**src/rtl/addr_split_pkg.sv**
```systemverilog
package addr_split_pkg;

    typedef enum logic [1:0] {
        PH_IDLE = 2'd0,
        PH_LOW  = 2'd1,
        PH_HIGH = 2'd2,
        PH_DATA = 2'd3
    } phase_e;

    typedef enum logic [1:0] {
        ST_EMPTY    = 2'd0,
        ST_LOW_HELD = 2'd1,
        ST_READY    = 2'd2
    } seq_state_e;

endpackage

```
**src/rtl/addr_seq_fsm.sv**
```systemverilog
module addr_seq_fsm
    import addr_split_pkg::*;
(
    input  logic   clk,
    input  logic   rst_n,
    input  phase_e phase,
    output logic   cap_low,
    output logic   cap_high,
    output logic   data_ok
);

    seq_state_e state_q, state_d;

    always_ff @(posedge clk or negedge rst_n) begin
        if (!rst_n) state_q <= ST_EMPTY;
        else        state_q <= state_d;
    end

    always_comb begin
        state_d = state_q;
        unique case (state_q)
            ST_EMPTY: begin
                if (phase == PH_LOW) state_d = ST_LOW_HELD;
            end
            ST_LOW_HELD: begin
                if (phase == PH_HIGH) state_d = ST_READY;
                else if (phase == PH_LOW) state_d = ST_LOW_HELD;
            end
            ST_READY: begin
                if (phase == PH_LOW) state_d = ST_LOW_HELD;
            end
            default: state_d = ST_EMPTY;
        endcase
    end

    always_comb begin
        cap_low  = 1'b0;
        cap_high = 1'b0;
        data_ok  = 1'b0;
        unique case (state_q)
            ST_EMPTY: begin
                cap_low = (phase == PH_LOW);
            end
            ST_LOW_HELD: begin
                cap_low  = (phase == PH_LOW);
                cap_high = (phase == PH_HIGH);
            end
            ST_READY: begin
                cap_low = (phase == PH_LOW);
                data_ok = (phase == PH_DATA);
            end
            default: ;
        endcase
    end


    ready_hold_chk: assert property (@(posedge clk) disable iff (!rst_n)
        (state_q == ST_READY && phase != PH_LOW) |=> state_q == ST_READY);


    ready_entry_chk: assert property (@(posedge clk) disable iff (!rst_n)
        $rose(state_q == ST_READY) |-> $past(phase) == PH_HIGH);

endmodule

```
**src/rtl/addr_latch.sv**
```systemverilog
module addr_latch #(
    parameter int W = 8
) (
    input  logic         clk,
    input  logic         rst_n,
    input  logic         load,
    input  logic [W-1:0] d,
    output logic [W-1:0] q
);

    always_ff @(posedge clk or negedge rst_n) begin
        if (!rst_n)    q <= '0;
        else if (load) q <= d;
    end


    latch_hold_chk: assert property (@(posedge clk) disable iff (!rst_n)
        !load |=> $stable(q));

endmodule

```
**src/rtl/data_steer.sv**
```systemverilog
module data_steer #(
    parameter int BUS_W = 8
) (
    input  logic             data_ok,
    input  logic             rd_stb,
    input  logic             wr_stb,
    input  logic [BUS_W-1:0] bus_in,
    input  logic [BUS_W-1:0] mem_rd_data,
    output logic [BUS_W-1:0] bus_out,
    output logic             bus_oe,
    output logic [BUS_W-1:0] mem_wr_data,
    output logic             mem_wr_en
);

    always_comb begin
        bus_oe      = data_ok && rd_stb;
        mem_wr_en   = data_ok && wr_stb && !rd_stb;
        bus_out     = bus_oe ? mem_rd_data : '0;
        mem_wr_data = bus_in;
    end


    always_comb begin
        turn_excl_chk: assert (!(bus_oe && mem_wr_en));
    end

endmodule

```
**src/rtl/addr_split_top.sv**
```systemverilog
module addr_split_top
    import addr_split_pkg::*;
#(
    parameter int BUS_W  = 8,
    parameter int ADDR_W = 14
) (
    input  logic                        clk,
    input  logic                        rst_n,
    input  logic [1:0]                  phase_code,
    input  logic [BUS_W-1:0]            bus_in,
    output logic [BUS_W-1:0]            bus_out,
    output logic                        bus_oe,
    input  logic                        rd_stb,
    input  logic                        wr_stb,
    output logic [ADDR_W-1:0]           mem_addr,
    output logic [2*BUS_W-ADDR_W-1:0]   cyc_type,
    input  logic [BUS_W-1:0]            mem_rd_data,
    output logic [BUS_W-1:0]            mem_wr_data,
    output logic                        mem_wr_en
);

    localparam int HI_W   = ADDR_W - BUS_W;
    localparam int TYPE_W = BUS_W - HI_W;

    phase_e phase;
    logic   cap_low, cap_high, data_ok;
    logic [BUS_W-1:0] low_q, high_q;

    assign phase = phase_e'(phase_code);

    addr_seq_fsm u_fsm (
        .clk      (clk),
        .rst_n    (rst_n),
        .phase    (phase),
        .cap_low  (cap_low),
        .cap_high (cap_high),
        .data_ok  (data_ok)
    );

    addr_latch #(.W(BUS_W)) u_low (
        .clk   (clk),
        .rst_n (rst_n),
        .load  (cap_low),
        .d     (bus_in),
        .q     (low_q)
    );

    addr_latch #(.W(BUS_W)) u_high (
        .clk   (clk),
        .rst_n (rst_n),
        .load  (cap_high),
        .d     (bus_in),
        .q     (high_q)
    );

    assign mem_addr = {high_q[HI_W-1:0], low_q};
    assign cyc_type = high_q[BUS_W-1 -: TYPE_W];

    data_steer #(.BUS_W(BUS_W)) u_steer (
        .data_ok     (data_ok),
        .rd_stb      (rd_stb),
        .wr_stb      (wr_stb),
        .bus_in      (bus_in),
        .mem_rd_data (mem_rd_data),
        .bus_out     (bus_out),
        .bus_oe      (bus_oe),
        .mem_wr_data (mem_wr_data),
        .mem_wr_en   (mem_wr_en)
    );


    oe_phase_chk: assert property (@(posedge clk) disable iff (!rst_n)
        bus_oe |-> (phase_code == 2'd3 && rd_stb));


    wr_phase_chk: assert property (@(posedge clk) disable iff (!rst_n)
        mem_wr_en |-> (phase_code == 2'd3 && wr_stb));


    addr_keep_chk: assert property (@(posedge clk) disable iff (!rst_n)
        (phase_code == 2'd0 || phase_code == 2'd3) |=> $stable(mem_addr));

endmodule

```
**config.mk**
```make
export PLATFORM = sky130hd
export DESIGN_NAME = addr_split_top
export DESIGN_NICKNAME = d
export VERILOG_FILES = /design/src/rtl/addr_split_pkg.sv /design/src/rtl/addr_seq_fsm.sv /design/src/rtl/addr_latch.sv /design/src/rtl/data_steer.sv /design/src/rtl/addr_split_top.sv
export SDC_FILE = /design/constraint.sdc
export NUM_CORES = 1
export LEC_CHECK = 0
export BUFFER_PORTS_ARGS = -buffer_cell sky130_fd_sc_hd__buf_4
export CORE_MARGIN = 1.5
export CORE_UTILIZATION = 40
export CTS_CLUSTER_SIZE = 20
export DETAILED_ROUTE_END_ITERATION = 6
export MAX_ROUTING_LAYER = met4
export PLACE_DENSITY_LB_ADDON = 0.1
export SETUP_SLACK_MARGIN = 0.5
export SLEW_MARGIN = 20
export SYNTH_ARGS = -nofsm -noshare
export SYNTH_HDL_FRONTEND = slang
export SYNTH_SLANG_ARGS = --single-unit
```
**constraint.sdc**
```tcl
create_clock -name clk -period 2.3 [get_ports clk]
set_input_delay 0.23 -clock clk [delete_from_list [all_inputs] [get_ports clk]]
set_output_delay 0.23 -clock clk [all_outputs]
set_load 0.03 [all_outputs]
```
Word level (Yosys, flattened, before mapping):

Cells that the tools add are included.

* ROM bits: 0
* bits in latches: 0
* memories kept: 0
* output and inout bits: 34
* flip-flop bits (word level): 18
* bits in writable memories: 0
* logic and storage cells: 22

* divide/modulo/power cells: 0
* bitwise operators: 0
* reduce and logical (&&, ||, !) cells: 7
* eq/ne operators: 5
* shift operators: 0
* multipliers: 0
* add/subtract/negate cells: 0
* muxes and demuxes: 7
* order comparisons: 0

Operators with widths (number)
* $mux 8: 1
* $eq 2x2->1 const B: 3
* $eq 2x1->1 const B: 2
* $mux 2: 2
* $pmux 2 s2: 1
* $logic_and 1x1->1: 3
* $mux 1: 3
* $reduce_or 3->1: 1
* $logic_not 2->1: 1
* $reduce_or 2->1: 1
* $logic_not 1->1: 1

Depth between registers and ports, before layout:

* depth in word-level cells: 4
* gate-level depth with buffers: 4
* mapped depth without buffers: 3

By module:

Synthesis repeated with hierarchy kept, for this count alone.

* cell total of the unflattened synthesis: 63
* area, all modules: 907.1 um^2

By module, submodules not included
* addr_latch: area an instance 331.6 um^2, cells an instance 17, seq. area each 200.2 um^2, instances 2
* data_steer: area an instance 126.4 um^2, cells an instance 18, seq. area each 0.0 um^2, instances 1
* addr_seq_fsm: area an instance 117.6 um^2, cells an instance 11, seq. area each 50.0 um^2, instances 1

Worst setup path before layout:

Ideal clock, no wire load.

* kind: register to output
* start point: register u_fsm.state_q[0]
* end point: output bus_out[0]
* slack: 0.531 ns
* cell stages (with the launch flop): 5
* arrival time: 1.539 ns
* path through: dfrtp_1 nor2b_1 and4_1 clkbuf_1 and2_1

* cells in the longest elaborated chain, start to end: 4

RTL lines
* from (decl): line addr_seq_fsm.sv:12 `seq_state_e state_q, state_d;`
* from (signal assigned): line addr_seq_fsm.sv:16 `else state_q <= state_d;`
* $eq 2x2->1: line addr_seq_fsm.sv:40 `unique case (state_q)`
* $mux 1: line addr_seq_fsm.sv:40
* $logic_and 1x1->1: line data_steer.sv:16 `bus_oe = data_ok && rd_stb;`
* via bus_oe: line addr_split_top.sv:12 `output logic bus_oe,`
* $mux 8: line data_steer.sv:18 `bus_out = bus_oe ? mem_rd_data : '0;`
* to (decl): line addr_split_top.sv:11 `output logic [BUS_W-1:0] bus_out,`

The timed path passes the listed nets, and every way through them passes these cells.

Worst setup path after layout:

* start point: register u_fsm.state_q[0]
* end point: output bus_out[1]

* cells in the longest elaborated chain, start to end: 4

RTL lines (line)
* $eq 2x2->1: addr_seq_fsm.sv:40
* $mux 1: addr_seq_fsm.sv:40
* $logic_and 1x1->1: data_steer.sv:16
* $mux 8: data_steer.sv:18

Every way passes these cells.

==> metrics.md <==
| Metric | Value |
|---|---|
| Status | finished clean |
| Met2 Use GR | between 20 and 30% |
| First drt pass iteration count | 3 |
| Worst hold start | bus_in[6] |
| Clock Latency Late Sink | approximately 0.28 ns |
| Syn Inst Count | 63 |
| Worst Max-Slew Pin Slew | 0.4959 ns |
| Slowest CP cell | dfrtp_2 |
| Fmax | between 0.5 and 0.6 GHz |
| Crit Path Category | reg -> out |
| Pwr dens | 991.6 nW/µm² |
| Lkg Pwr | around 0.63 nW |
| Number of cell rows | 16 |
| Vias in the first global route | 670 |
| Final worst setup slack | ~0.6 ns |
| Max clock buf depth | 2 |
| Synth-to-Final Area Change | 50.59% |
| IO Port Bufs | 55 |
| DP Cell Count | around 140 |
| Starting Density | between 40% and 50% |
| Die X | between 40 and 50 µm |
| Worst R2R Start | u_fsm.state_q[1]$_DFF_PN0_ |
| First-pass GRT wire length | 2.980 mm |
| Drt total wl | 1.794 mm |
| Die height | a little under 50 µm |
| Minimum clock period | roughly 1.7 ns |
| Io pins | 56 |
| Synth Area in Compound Gates | between 4 and 5% |
| Multiplexer share of the synthesized area | between 20% and 30% |
| Distinct cells, synth | 17 |
| Post-Synth Adder-Cell Area | 0% |
| Worst Skew | 0.002771 ns |
| Max stage delay on crit path | about 0.46 ns |
| CP required | between 2 and 2.5 ns |
| VDD IR-drop max | ~0.78 mV |
| RSZ-0062 raised after global routing | false |
| Synth Area in Simple Gates | between 10% and 20% |
| DR iter-0 viols | 4 |
| Hold Crit Class | in -> reg |
| GRT overflow | 0 |
| Final max-slew violation count | 0 |
| Worst rel slew slack | about 67% |
| Crit path capture type | primary output |
| Max FO, Critical Path | 9 |
| Total Die Area | roughly 2400 µm² |
| Clock net sink count | 18 |
| Final period util | about three quarters |
| # nets final | roughly 140 |
| DP HPWL | roughly 1.4 mm |
| Crit-path cells | nor2b_2 > and4_4 > and2_1 > buf_4 |
| CTS root buffer | clkbuf_4 |
| Share of cells above drive strength 1 | about 71% |
| Global route hottest layer | met2 |
| Cts bufs inserted | 3 |
| Post-DRT Antenna Nets | 0 |
| Drt wl/cell | 12.72 µm |
| CTS tree | done |
| Syn nets | 85 |
| Endpoints failing setup | 0 |
| CTS HTree Levels | 1 |
| Number of vias per cell | ~4.6 |
| Met3 Use GR | about 4.9% |
| CP startpoint kind | flop |
| Crit path from | u_fsm.state_q[0]$_DFF_PN0_ |
| Core area | 1982 µm² |
| Syn. warnings | 0 |
| Initial antenna violation count | 0 |
| Yosys reg bits | 18 |
| Post-place setup slack | just under 0.7 ns |
| Post-Synthesis Cell Area | around 850 µm² |
| Worst EP arrival | roughly 1.5 ns |
| Filler instances | 176 |
| Largest net degree at the start of global routing | 19 |
| Synth Area in XOR/XNOR | 0% |
| Setup_tns | 0 ns |
| Final Hold Viols | 0 |
| GR Util met1 | between 10% and 20% |
| Sequential area share after synthesis | 53.10% |
| Final core occ | 64.46% |
| Finished Layout Cells | 141 |
| Gp weighted congestion | 0.6138 |
| Remaining DRCs | 0 |
| Largest family of logic cells by synthesized area | multiplexers |
| Tot Pwr | roughly 1.3 mW |
| Vias | 653 |
| Mapped Avg Cell Area | 13.47 µm² |
| MaxCap Viol Count | 0 |
| GR Util All Layers | between 10% and 20% |
| Ant diodes | 0 |
| Reg clk slew, reported paths | 0.09 ns |
-- routing by layer --
layer,up-vias,share of wire (%),routed length (µm)
li1,312,-,-
met1,316,40,709
met2,23,54,972
met3,2,5.8,104
met4,0,0.39,7
met5,-,0,0
-- final timing paths --
path                                         endpoint  slack, ns  cells past startpoint
setup reg to reg              u_high.q[0]$_DFFE_PN0P_       0.72                      3
min in group asynchronous      u_low.q[5]$_DFFE_PN0P_       0.34                      2
max in group asynchronous  u_fsm.state_q[0]$_DFF_PN0_       1.76                      2
setup / recovery                           bus_out[1]       0.58                      4
hold / removal                u_high.q[6]$_DFFE_PN0P_       0.19                      2
hold reg to reg               u_high.q[6]$_DFFE_PN0P_       0.51                      1
-- placed cells by master, fill, tap and decap left out, drive strengths merged --
| cell type | n |
|---|---|
| buf | 56 |
| dfrtp | 18 |
| mux2 | 16 |
| and2 | 8 |
| clkbuf | 3 |
| nand2b | 2 |
| nor3b | 2 |
| nor2b | 1 |
| and4 | 1 |
| o21a | 1 |
| inv | 1 |
| o22ai | 1 |
| o21ai | 1 |
| nand3 | 1 |
| a211oi | 1 |
| dlygate4sd3 | 1 |
-- state kept, by name, summed over array words and instances (netlist names) --
signal / count
u_high.q: 8
u_low.q: 8
u_fsm.state_q: 2
-- what timing repair did --
action | 4_1_cts | 5_1_grt
endpoints found under the setup margin | 8 | 8
endpoints found under the hold margin | 18 | 0
gates resized for setup | 2 | 2
hold buffers | 1 | 0
setup buffers | 0 | 1
-- cells in the mapped netlist (all sizes together) --
cell type	number	area, µm²
dfrtp	18	450.4
mux2	16	180.2
and2	8	50.05
buf	8	60.06
nand2b	2	15.02
nor3b	2	26.28
a211oi	1	20.02
and4	1	8.760
clkbuf	1	3.750
inv	1	3.750
nand3	1	5.000
nor2b	1	6.260
o21a	1	7.510
o21ai	1	5.000
o22ai	1	6.260
-- cells by family (layout without fill, tap and decap cells) --
kind of cell           after synthesis  after routing
flip-flops                          18             18
multiplexers                        16             16
AND/OR/NAND/NOR                     15             15
buffers and inverters               10             61
AO/OA/AOI/OAI                        4              4
-- per-stage QoR --
| step | hold slack [ns] | cell area, µm² |
|---|---|---|
| floorplan | -0.06559 | 848.3 |
| global placement | 0.1108 | 1231 |
| detailed placement | 0.1087 | 1231 |
| CTS | 0.1783 | 1266 |
| global route | 0.1748 | 1277 |
| finish | 0.1867 | 1277 |
-- layout make-up --
class	instances	area, µm²	area share [%]
inverters	1	3.754	0.2938
repair buffers	57	430.4	33.69
well taps	27	33.78	2.644
flip-flops and latches	18	451.7	35.36
clock buffers	3	22.52	1.763
multi-input cells	35	335.3	26.25
-- critical path, delay by kind of cell (launching register included) --
family	cells	cell delay (ns)
DFF	1	0.46
and+or+nand+nor	3	0.58
buffers and inverters	1	0.16
-- report_power, final --
group / switching (mW) / internal [mW] / leakage (nW)
Sequential: 0.0682 / 0.429 / 0.213
Clock: 0.0869 / 0.0608 / 0.0138
Combinational: 0.348 / 0.274 / 0.399
Total: 0.503 / 0.764 / 0.626
Power figures use the tool's default switching activity.
